--- config.mk ---
export PLATFORM = sky130hd
export DESIGN_NAME = fan_tach_top
export DESIGN_NICKNAME = d
export VERILOG_FILES = /design/src/rtl/fan_tach_pkg.sv /design/src/rtl/fan_tach_sync.sv /design/src/rtl/fan_tach_prescaler.sv /design/src/rtl/fan_tach_counter.sv /design/src/rtl/fan_tach_alarm.sv /design/src/rtl/fan_tach_top.sv
export SDC_FILE = /design/constraint.sdc
export NUM_CORES = 1
export LEC_CHECK = 0
export ABC_AREA = 1
export BUFFER_PORTS_ARGS = -buffer_cell sky130_fd_sc_hd__clkbuf_2
export CAP_MARGIN = 20
export CORE_ASPECT_RATIO = 0.5
export CORE_MARGIN = 5
export CORE_UTILIZATION = 55
export DETAILED_ROUTE_END_ITERATION = 12
export PLACE_DENSITY = 0.77
export SLEW_MARGIN = 30
export SYNTH_ARGS = -nofsm -noshare
export SYNTH_HDL_FRONTEND = slang
export SYNTH_SLANG_ARGS = --single-unit
--- constraint.sdc ---
create_clock -name clk -period 2.1 [get_ports clk]
set_input_delay 0.21 -clock clk [delete_from_list [all_inputs] [get_ports clk]]
set_output_delay 0.21 -clock clk [all_outputs]
set_load 0.03 [all_outputs]
--- src/rtl/fan_tach_pkg.sv ---
package fan_tach_pkg;

    localparam int CNT_W  = 8;
    localparam int PRE_W  = 3;
    localparam int FLD_W  = 2;
    localparam int CTRL_W = 8;

    typedef enum logic [1:0] {
        DIV_1 = 2'b00,
        DIV_2 = 2'b01,
        DIV_4 = 2'b10,
        DIV_8 = 2'b11
    } div_sel_e;

    typedef enum logic {
        PH_IDLE = 1'b0,
        PH_RUN  = 1'b1
    } meas_phase_e;

    typedef struct packed {
        logic pme;
        logic smi;
    } alarm_flags_t;

    // Low bits of the divider phase that must all be ones for a tick to pass
    function automatic logic [PRE_W-1:0] div_mask(div_sel_e d);
        logic [PRE_W-1:0] m;
        case (d)
            DIV_1:   m = 3'b000;
            DIV_2:   m = 3'b001;
            DIV_4:   m = 3'b011;
            default: m = 3'b111;
        endcase
        return m;
    endfunction

endpackage

--- src/rtl/fan_tach_sync.sv ---
module fan_tach_sync #(
    parameter int SYNC_STAGES = 2
) (
    input  logic clk,
    input  logic rst,
    input  logic tach_in,
    output logic rise
);
    localparam int TOP = SYNC_STAGES - 1;

    logic [SYNC_STAGES-1:0] sh_q;
    logic                   prev_q;

    always_ff @(posedge clk) begin
        if (rst) begin
            sh_q   <= '0;
            prev_q <= 1'b0;
        end else begin
            sh_q   <= {sh_q[TOP-1:0], tach_in};
            prev_q <= sh_q[TOP];
        end
    end

    assign rise = sh_q[TOP] & ~prev_q;

    // an edge is only reported after the pin was high SYNC_STAGES clocks earlier
    a_r2_rise_from_pin: assert property (@(posedge clk) disable iff (rst)
        rise |-> $past(tach_in, SYNC_STAGES));

endmodule

--- src/rtl/fan_tach_prescaler.sv ---
module fan_tach_prescaler
    import fan_tach_pkg::*;
#(
    parameter int PRE_W = fan_tach_pkg::PRE_W
) (
    input  logic     clk,
    input  logic     rst,
    input  logic     ref_tick,
    input  logic     restart,
    input  div_sel_e div,
    output logic     tick
);
    logic [PRE_W-1:0] phase_q;
    logic [PRE_W-1:0] mask;

    assign mask = PRE_W'(div_mask(div));
    assign tick = ref_tick && ((phase_q & mask) == mask);

    always_ff @(posedge clk) begin
        if (rst || restart) begin
            phase_q <= '0;
        end else if (ref_tick) begin
            phase_q <= phase_q + 1'b1;
        end
    end

    // a divided tick never appears without a reference pulse
    a_r3_tick_needs_ref: assert property (@(posedge clk) disable iff (rst)
        tick |-> ref_tick);

    // a restart clears the divider phase
    a_r3_restart_phase: assert property (@(posedge clk) disable iff (rst)
        restart |=> phase_q == '0);

endmodule

--- src/rtl/fan_tach_counter.sv ---
module fan_tach_counter
    import fan_tach_pkg::*;
#(
    parameter int CNT_W = fan_tach_pkg::CNT_W
) (
    input  logic             clk,
    input  logic             rst,
    input  logic             rise,
    input  logic             tick,
    output logic [CNT_W-1:0] count_q,
    output logic             latch_en,
    output logic [CNT_W-1:0] latch_val
);
    localparam logic [CNT_W-1:0] CNT_MAX = {CNT_W{1'b1}};

    meas_phase_e      phase_q;
    logic [CNT_W-1:0] cnt_q;
    logic             close_hit;
    logic             sat_hit;

    assign close_hit = (phase_q == PH_RUN) && rise;
    assign sat_hit   = (phase_q == PH_RUN) && !rise && tick && (cnt_q == CNT_MAX - 1'b1);
    assign latch_en  = close_hit || sat_hit;
    assign latch_val = close_hit ? cnt_q : CNT_MAX;

    always_ff @(posedge clk) begin
        if (rst) begin
            phase_q <= PH_IDLE;
            cnt_q   <= '0;
            count_q <= '0;
        end else begin
            if (rise) begin
                phase_q <= PH_RUN;
                cnt_q   <= '0;
            end else if ((phase_q == PH_RUN) && tick && (cnt_q != CNT_MAX)) begin
                cnt_q <= cnt_q + 1'b1;
            end
            if (latch_en) begin
                count_q <= latch_val;
            end
        end
    end

    // a closing edge loads the running count and restarts it
    a_r4_latch: assert property (@(posedge clk) disable iff (rst)
        close_hit |=> (count_q == $past(cnt_q)) && (cnt_q == '0));

    // between edges the running count never moves backward
    a_r4_monotone: assert property (@(posedge clk) disable iff (rst)
        !rise |=> cnt_q >= $past(cnt_q));

    // once at the top the counter holds until an edge
    a_r5_saturate: assert property (@(posedge clk) disable iff (rst)
        (cnt_q == CNT_MAX) && !rise |=> cnt_q == CNT_MAX);

    // while idle the count register is not loaded
    a_r2_idle_hold: assert property (@(posedge clk) disable iff (rst)
        (phase_q == PH_IDLE) |=> $stable(count_q));

endmodule

--- src/rtl/fan_tach_alarm.sv ---
module fan_tach_alarm
    import fan_tach_pkg::*;
#(
    parameter int CNT_W = fan_tach_pkg::CNT_W
) (
    input  logic             clk,
    input  logic             rst,
    input  logic             latch_en,
    input  logic [CNT_W-1:0] latch_val,
    input  logic [CNT_W-1:0] limit,
    input  logic             pme_clr,
    input  logic             smi_clr,
    output alarm_flags_t     flags_q
);
    logic trip;

    assign trip = latch_en && (latch_val > limit);

    always_ff @(posedge clk) begin
        if (rst) begin
            flags_q <= '0;
        end else begin
            flags_q.pme <= trip | (flags_q.pme & ~pme_clr);
            flags_q.smi <= trip | (flags_q.smi & ~smi_clr);
        end
    end

    // an over-limit load raises both flags
    a_r6_trip_both: assert property (@(posedge clk) disable iff (rst)
        (latch_en && (latch_val > limit)) |=> flags_q.pme && flags_q.smi);

    // flags only drop through their own clear
    a_r7_pme_sticky: assert property (@(posedge clk) disable iff (rst)
        flags_q.pme && !pme_clr |=> flags_q.pme);
    a_r7_smi_sticky: assert property (@(posedge clk) disable iff (rst)
        flags_q.smi && !smi_clr |=> flags_q.smi);

endmodule

--- src/rtl/fan_tach_top.sv ---
module fan_tach_top
    import fan_tach_pkg::*;
#(
    parameter int NUM_FANS    = 2,
    parameter int CNT_W       = fan_tach_pkg::CNT_W,
    parameter int PRE_W       = fan_tach_pkg::PRE_W,
    parameter int CTRL_W      = fan_tach_pkg::CTRL_W,
    parameter int SYNC_STAGES = 2
) (
    input  logic                      clk,
    input  logic                      rst,
    input  logic                      ref_tick,
    input  logic [NUM_FANS-1:0]       tach_in,
    input  logic [CTRL_W-1:0]         fan_ctrl,
    input  logic [NUM_FANS*CNT_W-1:0] tach_limit,
    input  logic [NUM_FANS-1:0]       pme_clr,
    input  logic [NUM_FANS-1:0]       smi_clr,
    output logic [NUM_FANS*CNT_W-1:0] tach_count,
    output logic [NUM_FANS-1:0]       pme_flag,
    output logic [NUM_FANS-1:0]       smi_flag
);
    localparam int FLD_W    = fan_tach_pkg::FLD_W;
    localparam int USED_W   = FLD_W * NUM_FANS;
    localparam int SPARE_W  = CTRL_W - USED_W;

    generate
        if (SPARE_W > 0) begin : g_spare
            logic unused_ctrl_bits;
            assign unused_ctrl_bits = ^fan_ctrl[SPARE_W-1:0];
        end

        for (genvar g = 0; g < NUM_FANS; g++) begin : g_fan
            div_sel_e         div;
            logic             rise;
            logic             tick;
            logic             latch_en;
            logic [CNT_W-1:0] latch_val;
            logic [CNT_W-1:0] count_q;
            alarm_flags_t     flags;

            // Fan 0 owns the top field, each following fan the next lower one
            assign div = div_sel_e'(fan_ctrl[CTRL_W-1-FLD_W*g -: FLD_W]);

            fan_tach_sync #(
                .SYNC_STAGES(SYNC_STAGES)
            ) u_sync (
                .clk     (clk),
                .rst     (rst),
                .tach_in (tach_in[g]),
                .rise    (rise)
            );

            fan_tach_prescaler #(
                .PRE_W(PRE_W)
            ) u_pre (
                .clk      (clk),
                .rst      (rst),
                .ref_tick (ref_tick),
                .restart  (rise),
                .div      (div),
                .tick     (tick)
            );

            fan_tach_counter #(
                .CNT_W(CNT_W)
            ) u_cnt (
                .clk       (clk),
                .rst       (rst),
                .rise      (rise),
                .tick      (tick),
                .count_q   (count_q),
                .latch_en  (latch_en),
                .latch_val (latch_val)
            );

            fan_tach_alarm #(
                .CNT_W(CNT_W)
            ) u_alarm (
                .clk       (clk),
                .rst       (rst),
                .latch_en  (latch_en),
                .latch_val (latch_val),
                .limit     (tach_limit[CNT_W*g +: CNT_W]),
                .pme_clr   (pme_clr[g]),
                .smi_clr   (smi_clr[g]),
                .flags_q   (flags)
            );

            assign tach_count[CNT_W*g +: CNT_W] = count_q;
            assign pme_flag[g] = flags.pme;
            assign smi_flag[g] = flags.smi;
        end
    endgenerate

endmodule

After elaboration in Yosys (flattened, before gate mapping)
Cells that the tools add are included.
{"block": "totals", "regBits": 50, "latchBits": 0, "ramBits": 0, "romBits": 0, "input_bits": 33, "out_inout_bits": 20, "mem_count": 0}
{"block": "classes", "add_sub_neg": 4, "mul": 0, "div_mod_pow": 0, "magnitude_cmp": 2, "eq_ne": 10, "shifts": 0, "mux": 4, "bitwise_logic": 18, "reduce_logical": 26}
{"cell": "3-bit one-hot mux with 3 select lines", "count": 2}
{"cell": "8-bit by 1-bit adder with 8-bit output, second input constant", "count": 2}
{"cell": "8-bit == test, second input constant", "count": 2}
{"cell": "8-bit greater-than comparator", "count": 2}
{"cell": "1-bit logical AND", "count": 16}
{"cell": "8-bit 2-to-1 mux", "count": 2}
{"cell": "8-bit != test, second input constant", "count": 2}
{"cell": "3-bit by 1-bit adder with 3-bit output, second input constant", "count": 2}
{"cell": "1-bit AND", "count": 6}
{"cell": "3-bit AND", "count": 2}
{"cell": "3-bit == test", "count": 2}
{"cell": "1-bit NOT", "count": 6}
{"cell": "2-bit by 1-bit == test with 1-bit output, second input constant", "count": 2}
{"cell": "2-bit == test, second input constant", "count": 2}
{"cell": "2-bit zero test", "count": 2}
{"cell": "1-bit logical OR", "count": 4}
{"cell": "1-bit OR", "count": 4}
{"cell": "2-bit OR reduction", "count": 2}
{"cell": "1-bit zero test", "count": 2}

Longest topological paths before layout
{"block": "logic_depth", "depth_word": 10, "depth_mapped": 15, "depth_no_buf": 14}

Modules after synthesis
A second synthesis with hierarchy kept.
{"block": "hier_totals", "hier_cells": 424, "hier_area_um2": 2885.3}
{"mod": "fan_tach_counter", "n_inst": 2, "cells_per_inst": 132, "area_per_inst_um2": 907.1, "seq_area_each_um2": 340.3}
{"mod": "fan_tach_alarm", "n_inst": 2, "cells_per_inst": 46, "area_per_inst_um2": 290.3, "seq_area_each_um2": 40.0}
{"mod": "fan_tach_prescaler", "n_inst": 2, "cells_per_inst": 24, "area_per_inst_um2": 158.9, "seq_area_each_um2": 60.1}
{"mod": "fan_tach_sync", "n_inst": 2, "cells_per_inst": 10, "area_per_inst_um2": 86.3, "seq_area_each_um2": 60.1}

Least setup slack after synthesis
OpenSTA, ideal clock, no wires.
{"block": "synth_timing", "path_type": "register to register", "startpoint": "reg g_fan[1].u_sync.sh_q[1]", "endpoint": "reg g_fan[1].u_alarm.flags_q[0] (netlist name)", "setup_time_ns": 0.132, "arrival_time_ns": 1.590, "setup_slack_ns": 0.378, "path_stages_with_launch": 13, "n_path_buf": 1, "synth_period_minus_slack_ns": 1.722, "cell_sequence": "dfxtp_1 inv_1 nor2_1 nand2_1 inv_1 buf_4 nand2_1 ha_1 a21o_1 nor2_1 nand2_1 nand3_2 a21oi_1"}
{"block": "synth_via", "word_cells_on_any_way": 11}
{"item": "from (decl)", "line_no": "fan_tach_sync.sv:11", "rtl": "logic [SYNC_STAGES-1:0] sh_q;"}
{"item": "from (signal assigned)", "line_no": "fan_tach_sync.sv:19", "rtl": "sh_q <= {sh_q[TOP-1:0], tach_in};"}
{"item": "1-bit AND", "line_no": "fan_tach_sync.sv:24", "rtl": "assign rise = sh_q[TOP] & ~prev_q;"}
{"item": "1-bit logical AND", "line_no": "fan_tach_counter.sv:21", "rtl": "assign close_hit = (phase_q == PH_RUN) && rise;"}
{"item": "8-bit 2-to-1 mux", "line_no": "fan_tach_counter.sv:24", "rtl": "assign latch_val = close_hit ? cnt_q : CNT_MAX;"}
{"item": "named net g_fan[1].latch_val[7]", "line_no": "fan_tach_top.sv:37", "rtl": "logic [CNT_W-1:0] latch_val;"}
{"item": "8-bit greater-than comparator", "line_no": "fan_tach_alarm.sv:17", "rtl": "assign trip = latch_en && (latch_val > limit);"}
{"item": "1-bit logical AND", "line_no": "fan_tach_alarm.sv:17"}
{"item": "1-bit OR", "line_no": "fan_tach_alarm.sv:24", "rtl": "flags_q.smi <= trip | (flags_q.smi & ~smi_clr);"}
{"item": "to (decl)", "line_no": "fan_tach_alarm.sv:13", "rtl": "output alarm_flags_t flags_q"}
The timed path passes the listed nets, and every way through them passes these cells.
A chain may end at the register's enable or synchronous reset.

Final worst setup path
{"block": "layout_timing", "startpoint": "reg g_fan[1].u_sync.sh_q[1]", "endpoint": "reg g_fan[1].u_alarm.flags_q[1] (netlist name)"}
{"block": "layout_via", "word_cells_on_any_way": 11}
{"item": "1-bit AND", "line_no": "fan_tach_sync.sv:24"}
{"item": "1-bit logical AND", "line_no": "fan_tach_counter.sv:21"}
{"item": "8-bit 2-to-1 mux", "line_no": "fan_tach_counter.sv:24"}
{"item": "named net g_fan[1].latch_val[7]", "line_no": "fan_tach_top.sv:37"}
{"item": "8-bit greater-than comparator", "line_no": "fan_tach_alarm.sv:17"}
{"item": "1-bit logical AND", "line_no": "fan_tach_alarm.sv:17"}
{"item": "1-bit OR", "line_no": "fan_tach_alarm.sv:23", "rtl": "flags_q.pme <= trip | (flags_q.pme & ~pme_clr);"}
The timed path passes the listed nets, and every way through them passes these cells.

==> out/qor.yml <==
pwr:
  power.switching_uw: 447
  seqPwrFrac_pct: 49.8
  power.density_nw_per_um2: 615
  clkPwrFrac_pct: 41.5
  p_comb_share_pct: 8.7
  internal_power_uw: 1510
  irDropWorstVdd_v: 0.000324
  power_leakage_uw: 0.00165
  swShare_pct: 22.8
clocking:
  cts_buffers: 5
  cts.clk_slew.worst_paths_ns: 0.09
  worst_skew_pair.late_latency_ns: 0.31
  cts_hold_buf: 0
  htree_levels: 2
  cts_buffer_depth: 2
  tritoncts: "done"
  cts_root_buffer: "clkbuf_8"
  clock-sinks: 50
hold_path:
  hold_class: "in2reg"
  hold_depth: 3
layout:
  final_common_cell: "nand2_1"
  drive_above_1_share_pct: 17.1
  final_core_util_pct: 65.4
  diodes: 0
  layout.nets: 504
  syn_to_final_growth_pct: 16.5
  final_cell_mix: "94 x nand2_1, 82 x inv_1, 50 x dfxtp_1, 48 x clkbuf_2, 39 x a21oi_1"
sta:
  maxSlewViolCount: 0
  timing.hold.ws_ns: 0.0818
  slew_headroom_pct: 73.4
  setup_viol: 0
  fmax_mhz: 543
  worstMarginPinSlew_ns: 0.397
  hold_violations: 0
  fin_skew_ns: 0.00783
  fin_crit_sh_pct: 87.7
  setup-tns-final_ns: 0
  post-route-min-period_ns: 1.84
  rsz0062_at_grt: "false"
floorplanning:
  die_area_um2: 6560
  rows: 18
  initial_utilization_pct: 56.1
  ios: 53
  dieWidth_um: 110
  die_y_um: 59.8
  coreArea_um2: 4860
global_routing:
  grtUsageTotal_pct: 17.0
  grt_max_degree: 18
  grt_pass1_wl_mm: 8.94
  grt_pass1_vias: 2177
  antenna_found_initial: 0
  overflow: 0
yosys:
  ys_ff_latch: 50
  synthesis.instances: 398
  synth_cell_types: 25
  postSynthAreaPerCell_um2: 6.86
  synth_top_area_cell: "dfxtp_1"
  syn_nets: 453
  synth_warnings: 0
  ys_seq_area_share_pct: 36.6
  netlist_area_um2: 2730
  synth_area_leaders: "dfxtp_1 37%, nand2_1 13%, inv_1 11%"
  post-synth-top-area-fraction_pct: 36.6
route:
  routed_via_density: 4.70
  dr.pass1.iters: 4
  vias: 2445
  drc: 0
  drtIter0Drc: 61
  antenna_left: 0
  wl_per_cell_um: 10.0
  drt-total-wl_mm: 5.20
outcome:
  outcome: "finished clean"
worst_setup_path:
  crit_fanout: 10
  end_kind: "flip-flop"
  cp_data_arrival_time_ns: 2.08
  crit_type: "reg2reg"
  start_kind: "flip-flop"
  worstRegToRegCells: 12
  required_ns: 2.34
placed_design:
  finalWeightedCongestion: 0.797
  port_buffers: 48
  dp_hpwl_mm: 3.99
flow_run:
  cap_violations: 0
-- logic make-up after synthesis --
family	count (synthesis)	synth area share [%]
adders and majority gates	22	10.1
and+or+nand+nor	163	26.0
xor gates and xnor gates	4	1.28
DFF	50	36.6
AOI/OAI and AO/OA	66	12.6
buffers and inverters	93	13.4
-- state kept, by name, summed over array words and instances (netlist names) --
register               cells
g_fan.u_cnt.cnt_q         16
g_fan.u_cnt.count_q       16
g_fan.u_pre.phase_q        6
g_fan.u_alarm.flags_q      4
g_fan.u_sync.sh_q          4
g_fan.u_cnt.phase_q        2
g_fan.u_sync.prev_q        2
-- routing by layer --
layer	wire length, um	GRT usage (%)	vias to the layer above
met4	68	5.86	0
met3	210	4.21	7
met5	0	0	-
met1	2490	20.5	1072
li1	-	-	1326
met2	2430	30.1	40
-- what timing repair did --
item,in CTS,in global routing
resized for setup,0,2
setup buffers,0,0
setup endpoints to repair,0,3
-- final cells by class --
cell class	instances	area, um2
clock buffers	5	68.8
clock inverters	3	68.8
fillers	457	1680
inverters	87	337
multi-input cells	255	1360
flip-flops and latches	50	1000
well taps	70	87.6
repair buffers	50	255
-- worst paths after layout --
check	startpoint	endpoint	slack, ns
worst max register to register	g_fan[1].u_sync.sh_q[1]	g_fan[1].u_alarm.flags_q[1]	0.26
worst max-delay path	g_fan[1].u_sync.sh_q[1]	g_fan[1].u_alarm.flags_q[1]	0.26
worst min-delay path	tach_in[0]	g_fan[0].u_sync.sh_q[0]	0.08
worst min register to register	g_fan[1].u_sync.sh_q[0]	g_fan[1].u_sync.sh_q[1]	0.41
-- metrics by stage --
stage	cells	total power, uW	setup slack (ns)	instance area [um2]
floorplan	398	1120	0.378	2730
global placement	512	1170	0.215	3040
global route	520	2050	0.0260	3180
CTS	520	1980	0.163	3180
finish	520	1960	0.259	3180
detailed placement	512	1170	0.194	3040
-- power groups by stage --
stage	Sequential [uW]	Combinational, uW	Clock, uW
3_3_place_gp	998	169	0
6_report	976	170	812
4_1_cts	976	173	827
3_5_place_dp	998	172	0
5_1_grt	979	200	875
2_1_floorplan	1000	111	0
-- worst max-delay path, cell delays in order (launching register included) --
cell	delay [ns]
dfxtp_1	0.31
inv_1	0.04
nor2_1	0.16
nand2_1	0.15
inv_2	0.17
nand2_1	0.07
ha_1	0.29
nand2_1	0.07
nor2_1	0.16
nand2_1	0.07
nand2_1	0.07
nand3_2	0.09
a21oi_1	0.13
-- synthesized netlist by cell type --
| master | number |
|---|---|
| nand2_2 | 6 |
| nor2_4 | 2 |
| nor3_1 | 4 |
| nand3_2 | 2 |
| xor2_1 | 4 |
| inv_2 | 2 |
| buf_4 | 2 |
| dfxtp_1 | 50 |
| nand2_1 | 94 |
| nand3_1 | 11 |
| inv_1 | 83 |
| buf_2 | 2 |
| a21oi_1 | 39 |
| inv_4 | 1 |
| nand3_4 | 2 |
| a21o_1 | 2 |
| o21ai_0 | 17 |
| inv_6 | 1 |
| clkbuf_1 | 1 |
| ha_1 | 22 |
| buf_1 | 1 |
| a21oi_2 | 2 |
| o21ai_1 | 6 |
| nand4_1 | 4 |
| nor2_1 | 38 |
Note: power is estimated with default switching activity, not from simulation.
